$ cat src/rtl/hzc_pkg.sv
package hzc_pkg;
  typedef enum logic [1:0] {
    SEL_REGFILE = 2'd0,
    SEL_EXMEM   = 2'd1,
    SEL_MEMWB   = 2'd2
  } byp_sel_e;
endpackage

$ cat src/rtl/operand_bypass.sv
module operand_bypass
  import hzc_pkg::*;
#(
  parameter int REG_AW = 5
) (
  input  logic [REG_AW-1:0] src,
  input  logic [REG_AW-1:0] ex_dst,
  input  logic              ex_wr,
  input  logic [REG_AW-1:0] wb_dst,
  input  logic              wb_wr,
  output byp_sel_e          sel
);
  logic ex_hit, wb_hit;

  assign ex_hit = ex_wr && (ex_dst != '0) && (ex_dst == src);
  assign wb_hit = wb_wr && (wb_dst != '0) && (wb_dst == src);

  always_comb begin
    if (ex_hit)      sel = SEL_EXMEM;
    else if (wb_hit) sel = SEL_MEMWB;
    else             sel = SEL_REGFILE;
  end

  always_comb begin
    p_sel_legal_r5: assert (sel != byp_sel_e'(2'd3));
    p_zero_never_bypassed_r5: assert ((src != '0) || (sel == SEL_REGFILE));
    p_newer_wins_r3: assert (!((sel == SEL_MEMWB) && ex_wr && (ex_dst == src) && (src != '0)));
  end
endmodule

$ cat src/rtl/load_use_detect.sv
module load_use_detect #(
  parameter int REG_AW = 5
) (
  input  logic              ld_in_ex,
  input  logic [REG_AW-1:0] ld_dst,
  input  logic [REG_AW-1:0] rd_src0,
  input  logic [REG_AW-1:0] rd_src1,
  output logic              hazard
);
  assign hazard = ld_in_ex && (ld_dst != '0) &&
                  ((ld_dst == rd_src0) || (ld_dst == rd_src1));

  always_comb begin
    p_no_hazard_without_load_r7: assert (ld_in_ex || !hazard);
  end
endmodule

$ cat src/rtl/branch_dep_detect.sv
module branch_dep_detect #(
  parameter int REG_AW = 5
) (
  input  logic              is_branch,
  input  logic [REG_AW-1:0] cmp_src0,
  input  logic [REG_AW-1:0] cmp_src1,
  input  logic              ex_wr,
  input  logic [REG_AW-1:0] ex_dst,
  input  logic              mem_ld,
  input  logic [REG_AW-1:0] mem_dst,
  output logic              hazard
);
  logic ex_dep, mem_dep;

  assign ex_dep  = ex_wr && (ex_dst != '0) &&
                   ((ex_dst == cmp_src0) || (ex_dst == cmp_src1));
  assign mem_dep = mem_ld && (mem_dst != '0) &&
                   ((mem_dst == cmp_src0) || (mem_dst == cmp_src1));
  assign hazard  = is_branch && (ex_dep || mem_dep);

  always_comb begin
    p_only_branches_wait_r8: assert (is_branch || !hazard);
  end
endmodule

$ cat src/rtl/hazard_fwd_ctrl.sv
module hazard_fwd_ctrl
  import hzc_pkg::*;
#(
  parameter int REG_AW = 5
) (
  input  logic [REG_AW-1:0] ifid_rs,
  input  logic [REG_AW-1:0] ifid_rt,
  input  logic              ifid_is_branch,
  input  logic              branch_taken,
  input  logic [REG_AW-1:0] idex_rs,
  input  logic [REG_AW-1:0] idex_rt,
  input  logic [REG_AW-1:0] idex_rd,
  input  logic              idex_regwr,
  input  logic              idex_memrd,
  input  logic [REG_AW-1:0] exmem_rd,
  input  logic              exmem_regwr,
  input  logic              exmem_memrd,
  input  logic [REG_AW-1:0] memwb_rd,
  input  logic              memwb_regwr,
  output logic [1:0]        fwd_a,
  output logic [1:0]        fwd_b,
  output logic              pc_we,
  output logic              ifid_we,
  output logic              if_flush,
  output logic              idex_bubble
);
  localparam int NUM_OPS = 2;

  logic [REG_AW-1:0] op_src [NUM_OPS];
  byp_sel_e          op_sel [NUM_OPS];
  logic              ld_haz, br_haz, stall;

  assign op_src[0] = idex_rs;
  assign op_src[1] = idex_rt;

  for (genvar g = 0; g < NUM_OPS; g++) begin : g_op
    operand_bypass #(.REG_AW(REG_AW)) i_byp (
      .src    (op_src[g]),
      .ex_dst (exmem_rd),
      .ex_wr  (exmem_regwr),
      .wb_dst (memwb_rd),
      .wb_wr  (memwb_regwr),
      .sel    (op_sel[g])
    );
  end

  assign fwd_a = op_sel[0];
  assign fwd_b = op_sel[1];

  load_use_detect #(.REG_AW(REG_AW)) i_ld (
    .ld_in_ex (idex_memrd),
    .ld_dst   (idex_rt),
    .rd_src0  (ifid_rs),
    .rd_src1  (ifid_rt),
    .hazard   (ld_haz)
  );

  branch_dep_detect #(.REG_AW(REG_AW)) i_br (
    .is_branch (ifid_is_branch),
    .cmp_src0  (ifid_rs),
    .cmp_src1  (ifid_rt),
    .ex_wr     (idex_regwr),
    .ex_dst    (idex_rd),
    .mem_ld    (exmem_memrd),
    .mem_dst   (exmem_rd),
    .hazard    (br_haz)
  );

  assign stall       = ld_haz || br_haz;
  assign pc_we       = !stall;
  assign ifid_we     = !stall;
  assign idex_bubble = stall;
  assign if_flush    = ifid_is_branch && branch_taken && !stall;

  always_comb begin
    p_flush_waits_r11: assert (!(if_flush && !pc_we));
    p_loaduse_holds_r6: assert (!(idex_memrd && (idex_rt != '0) &&
                                  (idex_rt == ifid_rs)) || (!pc_we && !ifid_we && idex_bubble));
    p_flush_needs_branch_r10: assert (!if_flush || (ifid_is_branch && branch_taken));
    p_enables_agree_r12: assert ((pc_we == ifid_we) && (idex_bubble != pc_we));
  end
endmodule

$ cat config.mk
export PLATFORM = sky130hd
export DESIGN_NAME = hazard_fwd_ctrl
export DESIGN_NICKNAME = d
export VERILOG_FILES = /design/src/rtl/hzc_pkg.sv /design/src/rtl/operand_bypass.sv /design/src/rtl/load_use_detect.sv /design/src/rtl/branch_dep_detect.sv /design/src/rtl/hazard_fwd_ctrl.sv
export SDC_FILE = /design/constraint.sdc
export NUM_CORES = 1
export LEC_CHECK = 0
export ABC_AREA = 1
export BUFFER_PORTS_ARGS = -buffer_cell sky130_fd_sc_hd__buf_2
export CORE_MARGIN = 2
export CORE_UTILIZATION = 30
export DETAILED_ROUTE_END_ITERATION = 10
export PLACE_DENSITY_LB_ADDON = 0.2
export SYNTH_ARGS = -nofsm -noshare
export SYNTH_HDL_FRONTEND = slang
export SYNTH_HIERARCHICAL = 1
export SYNTH_SLANG_ARGS = --single-unit
$ cat constraint.sdc
create_clock -name vclk -period 2
set_input_delay 0.1 -clock vclk [all_inputs]
set_output_delay 0.1 -clock vclk [all_outputs]
set_load 0.01 [all_outputs]
==> impl_results.md, run 1 <==
* Achievable clock frequency at ~0.75 GHz
* Number of failing setup endpoints in the final timing report at 0
* Number of global-route vias before repair at about 1.1k
* Share of Yosys cell area claimed by the top area cell type at 36.8%
* Die area at 4030 um^2
* Leakage component of the power at 0.942 nW
* Util after Layout at 40.0%
* Width of the die at 63.5 um
* Drt initial violations at 72
* Leading cell types by total area after synthesis: sky130_fd_sc_hd__nand2_1, sky130_fd_sc_hd__inv_1, sky130_fd_sc_hd__nor2_1, sky130_fd_sc_hd__nand3_1, sky130_fd_sc_hd__xnor2_1
* Die Ht at 63.5 um
* Fraction of layout instances using a drive strength above 1 at 24.0%
* Top Ports at 50
* Distinct cell type count of the synthesized netlist at 15
* Register area share after synthesis at 0%
* Proportion of power drawn by combinational gates at 100.0%
* Total GRT Usage at 14.7%
* Mean number of vias per cell at roughly 4
* Pin count of the biggest net entering global routing at 11
* Metal-1 WL at around 1.6 mm
* Worst setup path startpoint: exmem_rd[1]
* Mean routed wirelength per cell at 8.93 um
* Total power per unit cell area at about 190 nW/um^2
* Effective utilization at floorplan at 31.5%
* Total Nets Final at 336
* Storage element area at 0 um^2
* Setup Crit Path Kind: in -> out
* Max Cap Viol at 0
* Drt drc at 0
* Largest fanout on the critical path at 9
* Cells resized by post-CTS repair at 0
* Area of the core at 3360 um^2
* Final worst-path cycle share at 66.6%
* Post-DP HPWL at 2.62 mm
* Site Rows at 21
* Relative slew margins at 87.2%
* Startpoint of the worst hold path: branch_taken
* Area of the mapped netlist at 1060 um^2
* Hold slack final at between 0.5 and 0.6 ns
* Final period demand of the worst path at 1.33 ns
* Worst min-delay path category: in -> out
* Count of filler cells inserted in the layout at 449
* Commonest non-fill, non-tap cell in the layout: sky130_fd_sc_hd__nand2_1
* Clock buf count at 0
* Setup repair after global routing missed its margin: false
* Final hold vios at 0
* Postcts setup bufs at 0
* Total placed cells including tap cells at between 300 and 400
* Synthesized net count at 287
* Endpoint of the worst hold path: if_flush
* Drt total wl at 3.02 mm
* Switching share of total power at 60.0%
* Syn Inst Count at 245
* Power share of the clock group at 0%
* Slew Viols, Final at 0
* Run status: finished clean
* Worst Hold Depth at 4
* Cell type with the largest total area after synthesis: sky130_fd_sc_hd__nand2_1
* Area occupied by multi-input gates at slightly above 800 um^2
* Type of origin of the critical path: input port
* Topmost layer with routed signal wires: met3
* # hold bufs at CTS at 0
* Internal Pwr Total at 0.100 mW
* Post-route insts no fill at between 300 and 400
* Antenna-violating nets left at 0
* Synthesis-to-finish area growth at 26.9%
* Iteration count of the initial detailed-routing pass at 4
* Count of warnings emitted by yosys at 6
* Required time reported for the critical path endpoint at 1.90 ns
* Net switching power at 0.150 mW
* Wire length on met2 at ~1.3 mm
* Wire length of the first global-routing pass at 5.04 mm
* Arrival time worst endpoint at 1.23 ns
* Kind of end point of the critical path: output pin
* Number of antenna violations at the first check in global routing at 0
* Instance area at placement at approximately 1300 um^2
* Final TNS setup at 0 ns
* Slew @ Worst Pin at 0.190 ns
* Count of sequential standard cells at 0
* Count of input and output buffers at 50
* Overall overflow remaining after global route at 0
* ANT cells at 0
* Part of the power in registers at 0%
* Total via count after detailed routing at 1,388
* Summed area of non-filler cells in the final layout at 1350 um^2
* Worst ir drop on vdd at slightly below 0.00006 V
* Weighted congestion at the end of routability-driven global placement at 0.869
* Amount of wire on met3 after detailed routing at 79 um
* Commonest non-fill, non-tap cells in the layout: sky130_fd_sc_hd__nand2_1, sky130_fd_sc_hd__inv_1, sky130_fd_sc_hd__buf_2, sky130_fd_sc_hd__nor2_1, sky130_fd_sc_hd__nand3_1
* Syn avg cell area at 4.33 um^2
## through the flow
step | setup WS [ns] | power (mW)
3_3_place_gp | 0.640 | 0.250
5_1_grt | 0.517 | 0.288
4_1_cts | 0.645 | 0.252
2_1_floorplan | 0.917 | 0.144
6_report | 0.669 | 0.250
3_5_place_dp | 0.649 | 0.250
## Yosys cell counts
cell type and number:
sky130_fd_sc_hd__nand2_1 104, sky130_fd_sc_hd__inv_1 50, sky130_fd_sc_hd__nor2_1 27, sky130_fd_sc_hd__nand3_1 15, sky130_fd_sc_hd__inv_2 10, sky130_fd_sc_hd__o21ai_0 9, sky130_fd_sc_hd__xnor2_1 6, sky130_fd_sc_hd__nor2_2 5
sky130_fd_sc_hd__xor2_1 5, sky130_fd_sc_hd__buf_4 3, sky130_fd_sc_hd__nand2_2 3, sky130_fd_sc_hd__a21boi_0 2, sky130_fd_sc_hd__a21oi_1 2, sky130_fd_sc_hd__a21oi_2 2, sky130_fd_sc_hd__nand4_1 2
## power by group through the flow
stage	logic, mW	clock network, mW	registers (mW)
2_1_floorplan	0.144	0	0
3_3_place_gp	0.250	0	0
3_5_place_dp	0.250	0	0
4_1_cts	0.252	0	0
5_1_grt	0.288	0	0
6_report	0.250	0	0
## critical path, cell delays in order
cell	delay (ns)
sky130_fd_sc_hd__buf_2	0.19
sky130_fd_sc_hd__inv_1	0.10
sky130_fd_sc_hd__nand2_1	0.06
sky130_fd_sc_hd__nand2_1	0.05
sky130_fd_sc_hd__nor2_1	0.12
sky130_fd_sc_hd__nand3_1	0.08
sky130_fd_sc_hd__nand2_1	0.06
sky130_fd_sc_hd__nand2_1	0.06
sky130_fd_sc_hd__a21oi_2	0.12
sky130_fd_sc_hd__inv_1	0.05
sky130_fd_sc_hd__nand2_2	0.07
sky130_fd_sc_hd__inv_1	0.05
sky130_fd_sc_hd__buf_2	0.13
## cells by family (layout without fill, tap and decap cells)
family | Yosys count | count (layout) | share of synthesized area [%]
and+or+nand+nor | 156 | 156 | 59.3
buffers and inverters | 63 | 110 | 23.3
AOI/OAI and AO/OA | 15 | 15 | 8.25
xor gates and xnor gates | 11 | 11 | 9.08
## routing by layer
metal	global-route usage, %	up-vias
li1	-	801
met1	22.8	567
met2	23.8	20
met3	0.179	0
met4	0	0
met5	0	-
## cell type report
class | count | share of cell area, %
repair buffers | 50 | 18.6
multi-input cells | 182 | 60.4
inverters | 60 | 16.7
well taps | 46 | 4.28
## worst max-delay path by stage
stage | to | slack, ns
2_1_floorplan | pc_we | 0.92
3_3_place_gp | pc_we | 0.64
3_5_place_dp | pc_we | 0.65
4_1_cts | pc_we | 0.65
5_1_grt | pc_we | 0.52
6_report | pc_we | 0.67
No activity file was read; power rests on OpenSTA's default activity.
==> inputs of run 2 (changes only) <==
==> constraint.sdc (replaced) <==
create_clock -name vclk -period 1.1
set_input_delay 0.055 -clock vclk [all_inputs]
set_output_delay 0.055 -clock vclk [all_outputs]
set_load 0.01 [all_outputs]
==> run 2 against run 1 <==
Effect of this change:
- the run now ends with negative setup slack left
- power rose by 120%
- critical path type unchanged
- routed wire length rose by 4.3%
- setup slack got worse by 0.68 ns
- utilization rose by 7.2 points
- die area did not move
- worst hold slack got worse by 0.086 ns
- critical endpoint is now ifid_we
==> impl_results.md, run 2 (synthesized netlist as in run 1, its figures left out) <==
* Run status: complete, but fails checks
* Failing checks: negative setup slack
* CP max stage delay at 0.12 ns (-0.07 ns)
* Power share of the clock group at 0% (unchanged)
* Proportion of power drawn by combinational gates at 100.0% (about the same)
* Final hold vios at 0 (unchanged)
* Total GRT Usage at 15.4% (+0.78 points)
* GRT met3 Usage at 0.357% (+0.18 points)
* Highest-delay cell along the critical path: sky130_fd_sc_hd__a21oi_2
* Largest fanout on the critical path at 3 (-6)
* Net switching power at 0.297 mW (+98%)
* Arrival time worst endpoint at 1.05 ns (-0.18 ns)
* Required time reported for the critical path endpoint at 1.04 ns (-0.86 ns)
* Drt drc at 0 (unchanged)
* Ordered cell list for the critical path: buf_2, inv_1, nand2_1, nand2_1, nor2_1, nand3_1, nand2_1, nand2_1, a21oi_2, inv_1, nand2_2, inv_2, buf_6
* Site Rows at 21 (unchanged)
* Number of failing setup endpoints in the final timing report at 3 (+3)
* Count of input and output buffers at 50 (unchanged)
* Setup repair after global routing missed its margin: true
* Effective utilization at floorplan at 31.5% (unchanged)
* Startpoint of the worst hold path: branch_taken
* Slew Viols, Final at 0 (unchanged)
* Commonest non-fill, non-tap cell in the layout: sky130_fd_sc_hd__nand2_1
* Number of antenna violations at the first check in global routing at 0 (unchanged)
* Post-DP HPWL at 2.70 mm (+3.0%)
* Relative slew margins at 86.2% (-1.0 points)
* Overall overflow remaining after global route at 0 (unchanged)
* Fraction of layout instances using a drive strength above 1 at 33.8% (+9.8 points)
* Met1 track demand over resource in global routing at 22.3% (-0.54 points)
* Worst min-delay path category: in -> out
* Minimum setup slack in the final design at -0.00740 ns (-0.676 ns)
* Synthesis-to-finish area growth at 49.6%
* Worst Hold Depth at 4 (unchanged)
* Area of the core at 3360 um^2 (unchanged)
* Width of the die at 63.5 um (unchanged)
* Die area at 4030 um^2 (unchanged)
* Storage element area at 0 um^2 (unchanged)
* Kind of end point of the critical path: output pin
* Max Cap Viol at 0 (unchanged)
* Antenna-violating nets left at 0 (unchanged)
* Achievable clock frequency at 0.903 GHz
* Internal Pwr Total at 0.262 mW (+160%)
* Final worst-path cycle share at 101%
* Wire length of the first global-routing pass at 5.23 mm (+3.7%)
* Commonest non-fill, non-tap cells in the layout: sky130_fd_sc_hd__nand2_1, sky130_fd_sc_hd__inv_1, sky130_fd_sc_hd__buf_2, sky130_fd_sc_hd__nor2_1
* Switching share of total power at 53.2% (-6.8 points)
* Total Nets Final at 346 (+3.0%)
* Mean number of vias per cell at 4.11 (about the same)
* Drt total wl at 3.15 mm (+4.3%)
* Kind of cell with the highest combined delay on the critical path: simple AND/OR/NAND/NOR gates
* Pin count of the biggest net entering global routing at 7 (-4)
* Crit path top cell by count: sky130_fd_sc_hd__nand2_1
* Slew @ Worst Pin at 0.205 ns (+0.0155 ns)
* Top Ports at 50 (unchanged)
* Leakage component of the power at 1.03 nW (+9.1%)
* Busiest layer in global routing: met2
* Final period demand of the worst path at 1.11 ns
* Clock buf count at 0 (unchanged)
* Pre-CTS setup slack at -0.0445 ns (-0.694 ns)
* Postcts setup bufs at 0 (unchanged)
* Die Ht at 63.5 um (unchanged)
* Number of global-route vias before repair at 1,228 (+7.7%)
* Type of origin of the critical path: input port
* Total via count after detailed routing at 1,430 (+3.0%)
* Mean routed wirelength per cell at 9.04 um (+1.3%)
* Total power per unit cell area at 352 nW/um^2 (+90%)
* Fraction of met2 tracks used by global routing at 27.0% (+3.2 points)
* Setup Crit Path Kind: in -> out
* Iteration count of the initial detailed-routing pass at 4 (unchanged)
* Worst ir drop on vdd at 0.000134 V (+130%)
* ANT cells at 0 (unchanged)
* Final TNS setup at -0.0202 ns (-0.0202 ns)
* Worst path bufs/invs at 5 (unchanged)
* Count of sequential standard cells at 0 (unchanged)
* Drt initial violations at 36 (-50%)
* Weighted congestion at the end of routability-driven global placement at 0.790 (-9.1%)
* Part of the power in registers at 0% (unchanged)
* Endpoint of the worst hold path: if_flush
-- run 2: changes by cell type in the layout (fill, tap and decap cells not counted), sizes merged --
cell and change:
buf +10
-- run 2: worst min-delay path: stages --
cell                      delay, ns
sky130_fd_sc_hd__buf_2         0.09
sky130_fd_sc_hd__nand2_1       0.06
sky130_fd_sc_hd__nor2_2        0.04
sky130_fd_sc_hd__buf_2         0.12
-- run 2: worst max-delay path by stage --
stage / end / cells after the start / start
2_1_floorplan: pc_we / 12 / exmem_rd[3]
3_3_place_gp: pc_we / 13 / exmem_rd[1]
3_5_place_dp: ifid_we / 13 / exmem_rd[1]
4_1_cts: ifid_we / 13 / ifid_rs[4]
5_1_grt: ifid_we / 12 / exmem_rd[0]
6_report: ifid_we / 13 / idex_rd[3]
-- run 2: area by class of cell --
cell class / count / area, um^2
timing repair buffer: 60 / 443
inverter: 60 / 230
multi-input combinational: 182 / 857
fill: 418 / 1780
tap: 46 / 57.6
-- run 2: power groups by stage --
stage / combinational (mW) / clock [mW] / sequential [mW]
floorplan: 0.262 / 0 / 0
global placement: 0.482 / 0 / 0
detailed placement: 0.483 / 0 / 0
CTS: 0.506 / 0 / 0
global route: 0.636 / 0 / 0
finish: 0.559 / 0 / 0
-- run 2: timing repair --
| item | in CTS | in global routing |
|---|---|---|
| resized for setup | 18 | 42 |
| hold buffers | 0 | 0 |
| gates cloned | 0 | 0 |
| pin swaps | 3 | 31 |
| setup endpoints to repair | 4 | 5 |
| hold endpoints to repair | 0 | 0 |
-- run 2: per-stage QoR --
step / utilization (%) / instances / hold slack [ns] / power [mW] / instance area [um^2]
2_1_floorplan: - / 245 / 0.208 / 0.262 / 1060
3_3_place_gp: 42.3 / 348 / 0.424 / 0.482 / 1420
3_5_place_dp: 42.3 / 348 / 0.428 / 0.483 / 1420
4_1_cts: 43.8 / 348 / 0.429 / 0.506 / 1470
5_1_grt: 47.2 / 348 / 0.447 / 0.636 / 1590
6_report: 47.2 / 348 / 0.425 / 0.559 / 1590
-- run 2: layer usage --
layer / vias to the layer above / wire length, um
met4: 0 / 0
li1: 827 / -
met2: 21 / 1450
met5: - / 0
met3: 0 / 95
met1: 582 / 1600
==> inputs of run 3 (changes only) <==
--- a/config.mk
+++ b/config.mk
@@ -8,9 +8,10 @@
 export ABC_AREA = 1
 export BUFFER_PORTS_ARGS = -buffer_cell sky130_fd_sc_hd__buf_2
 export CORE_MARGIN = 2
-export CORE_UTILIZATION = 30
+export CORE_UTILIZATION = 45
 export DETAILED_ROUTE_END_ITERATION = 10
-export PLACE_DENSITY_LB_ADDON = 0.2
+export PLACE_DENSITY = 0.9
+export REMOVE_ABC_BUFFERS = 1
 export SYNTH_ARGS = -nofsm -noshare
 export SYNTH_HDL_FRONTEND = slang
 export SYNTH_HIERARCHICAL = 1
==> run 3 against run 2 <==
Effect of this change:
- the flow still finishes with violations (negative setup slack)
- final cell count is 5.7% lower
- critical path type unchanged
- global-route usage is 7.0 points higher
- design area is 5.6% lower
==> impl_results.md, run 3 (synthesized netlist as in run 1, its figures left out) <==
* Run status: complete, but fails checks
* Failing checks: negative setup slack
* Highest-delay cell along the critical path: sky130_fd_sc_hd__xor2_1
* Synthesis-to-finish area growth at 41.3%
* Drt initial violations at 54 (+50%)
* Total Nets Final at 344 (-0.58%)
* Count of sequential standard cells at 0 (unchanged)
* Max Cap Viol at 0 (unchanged)
* Slew @ Worst Pin at 0.207 ns (+0.00214 ns)
* Total GRT Usage at 22.4% (+7.0 points)
* Number of antenna violations at the first check in global routing at 0 (unchanged)
* Commonest non-fill, non-tap cells in the layout: sky130_fd_sc_hd__nand2_1, sky130_fd_sc_hd__inv_1, sky130_fd_sc_hd__buf_2, sky130_fd_sc_hd__nor2_1, sky130_fd_sc_hd__nand3_1
* Drt total wl at 3.08 mm (-2.0%)
* Number of failing setup endpoints in the final timing report at 4 (+1)
* Weighted congestion at the end of routability-driven global placement at 0.901 (+14%)
* Fraction of layout instances using a drive strength above 1 at 30.7% (-3.1 points)
* Iteration count of the initial detailed-routing pass at 4 (unchanged)
* Type of origin of the critical path: input port
* Pre-CTS setup slack at -0.0752 ns (-0.0308 ns)
* Count of filler cells inserted in the layout at 217 (-48%)
* Number of global-route vias before repair at 1,211 (-1.4%)
* Final hold vios at 0 (unchanged)
* Ordered cell list for the critical path: buf_6, xor2_1, nor2_1, nand3_1, nand2_1, nand2_1, a21oi_2, inv_1, nand2_2, inv_2, buf_6
* Total power per unit cell area at 357 nW/um^2 (+1.4%)
* Effective utilization at floorplan at 48.0% (+16 points)
* Largest fanout on the critical path at 3 (unchanged)
* Wire length of the first global-routing pass at 4.86 mm (-7.0%)
* ANT cells at 0 (unchanged)
* Achievable clock frequency at 0.871 GHz (-3.6%)
* Final period demand of the worst path at 1.15 ns (+0.0409 ns)
* Post-DP HPWL at 2.53 mm (-6.4%)
* Minimum setup slack in the final design at -0.0483 ns (-0.0409 ns)
* Clock buf count at 0 (unchanged)
* Area occupied by multi-input gates at 831 um^2 (-3.1%)
* Worst ir drop on vdd at 0.000209 V (+56%)
* Setup Crit Path Kind: in -> out
* Overall overflow remaining after global route at 0 (unchanged)
* Relative slew margins at 86.0% (-0.14 points)
* Final worst-path cycle share at 104% (+3.7 points)
* Worst min-delay path category: in -> out
* # hold bufs at CTS at 0 (unchanged)
* Leakage component of the power at 1.01 nW (-1.9%)
* CP max stage delay at 0.15 ns (+0.03 ns)
* Kind of end point of the critical path: output pin
* Drt drc at 0 (unchanged)
* Die area at 2760 um^2 (-31%)
* Area of the core at 2210 um^2 (-34%)
* Antenna-violating nets left at 0 (unchanged)
* Count of input and output buffers at 50 (unchanged)
* Width of the die at 52.6 um (-17%)
* Site Rows at 17 (-19%)
* Mean routed wirelength per cell at 9.40 um (+3.9%)
* Commonest non-fill, non-tap cell in the layout: sky130_fd_sc_hd__nand2_1
* Mean number of vias per cell at 4.55 (+11%)
* Slew Viols, Final at 0 (unchanged)
* Pin count of the biggest net entering global routing at 7 (unchanged)
* Hold slack final at 0.443 ns (+0.0180 ns)
* Die Ht at 52.6 um (-17%)
* Top Ports at 50 (unchanged)
* Storage element area at 0 um^2 (unchanged)
* Setup repair after global routing missed its margin: true
* Required time reported for the critical path endpoint at 1.04 ns (about the same)
* Arrival time worst endpoint at 1.09 ns (+0.04 ns)
* Total via count after detailed routing at 1,494 (+4.5%)
==> run 3: cell type report <==
class                           count  area share, %
Multi-Input combinational cell    182           55.4
Tap cell                           28           2.34
Timing Repair Buffer               58           26.7
Inverter                           60           15.5
==> run 3: through the flow <==
stage               utilization, %  power (mW)  TNS, ns  instance area, um^2  cells
detailed placement            62.2       0.469   -0.253                 1380    327
global route                  67.8       0.603   -0.633                 1500    328
finish                        67.8       0.535   -0.143                 1500    328
CTS                           64.7       0.497   -0.139                 1430    328
global placement              62.2       0.459  -0.0499                 1380    327
floorplan                        -       0.256        0                 1040    242
==> run 3: metal layers <==
metal	wire (um)	vias up	GRT usage [%]
li1	-	822	-
met1	1370	627	30.8
met2	1550	39	39.0
met3	113	6	0.286
met4	51	0	4.70
met5	0	-	0
==> run 3: worst paths after layout <==
check / start / to / slack (ns) / depth (start not counted)
hold / removal: branch_taken / if_flush / 0.44 / 4
setup / recovery: idex_rd[0] / ifid_we / -0.05 / 11
==> run 3: repair_timing <==
action                     in CTS  in global routing
setup endpoints to repair       4                  6
buffers inserted                1                  0
pin swaps                      10                 14
resized for setup              15                 28
==> run 3: worst max-delay path: cells and delay by family <==
kind	cells	cell delay [ns]
AOI/OAI and AO/OA	1	0.12
xor gates and xnor gates	1	0.15
and+or+nand+nor	5	0.44
buffers and inverters	4	0.34
==> run 3: power by group <==
part	switching, mW	internal (mW)	leakage, nW
registers	0	0	0
clock network	0	0	0
logic	0.293	0.242	1.01
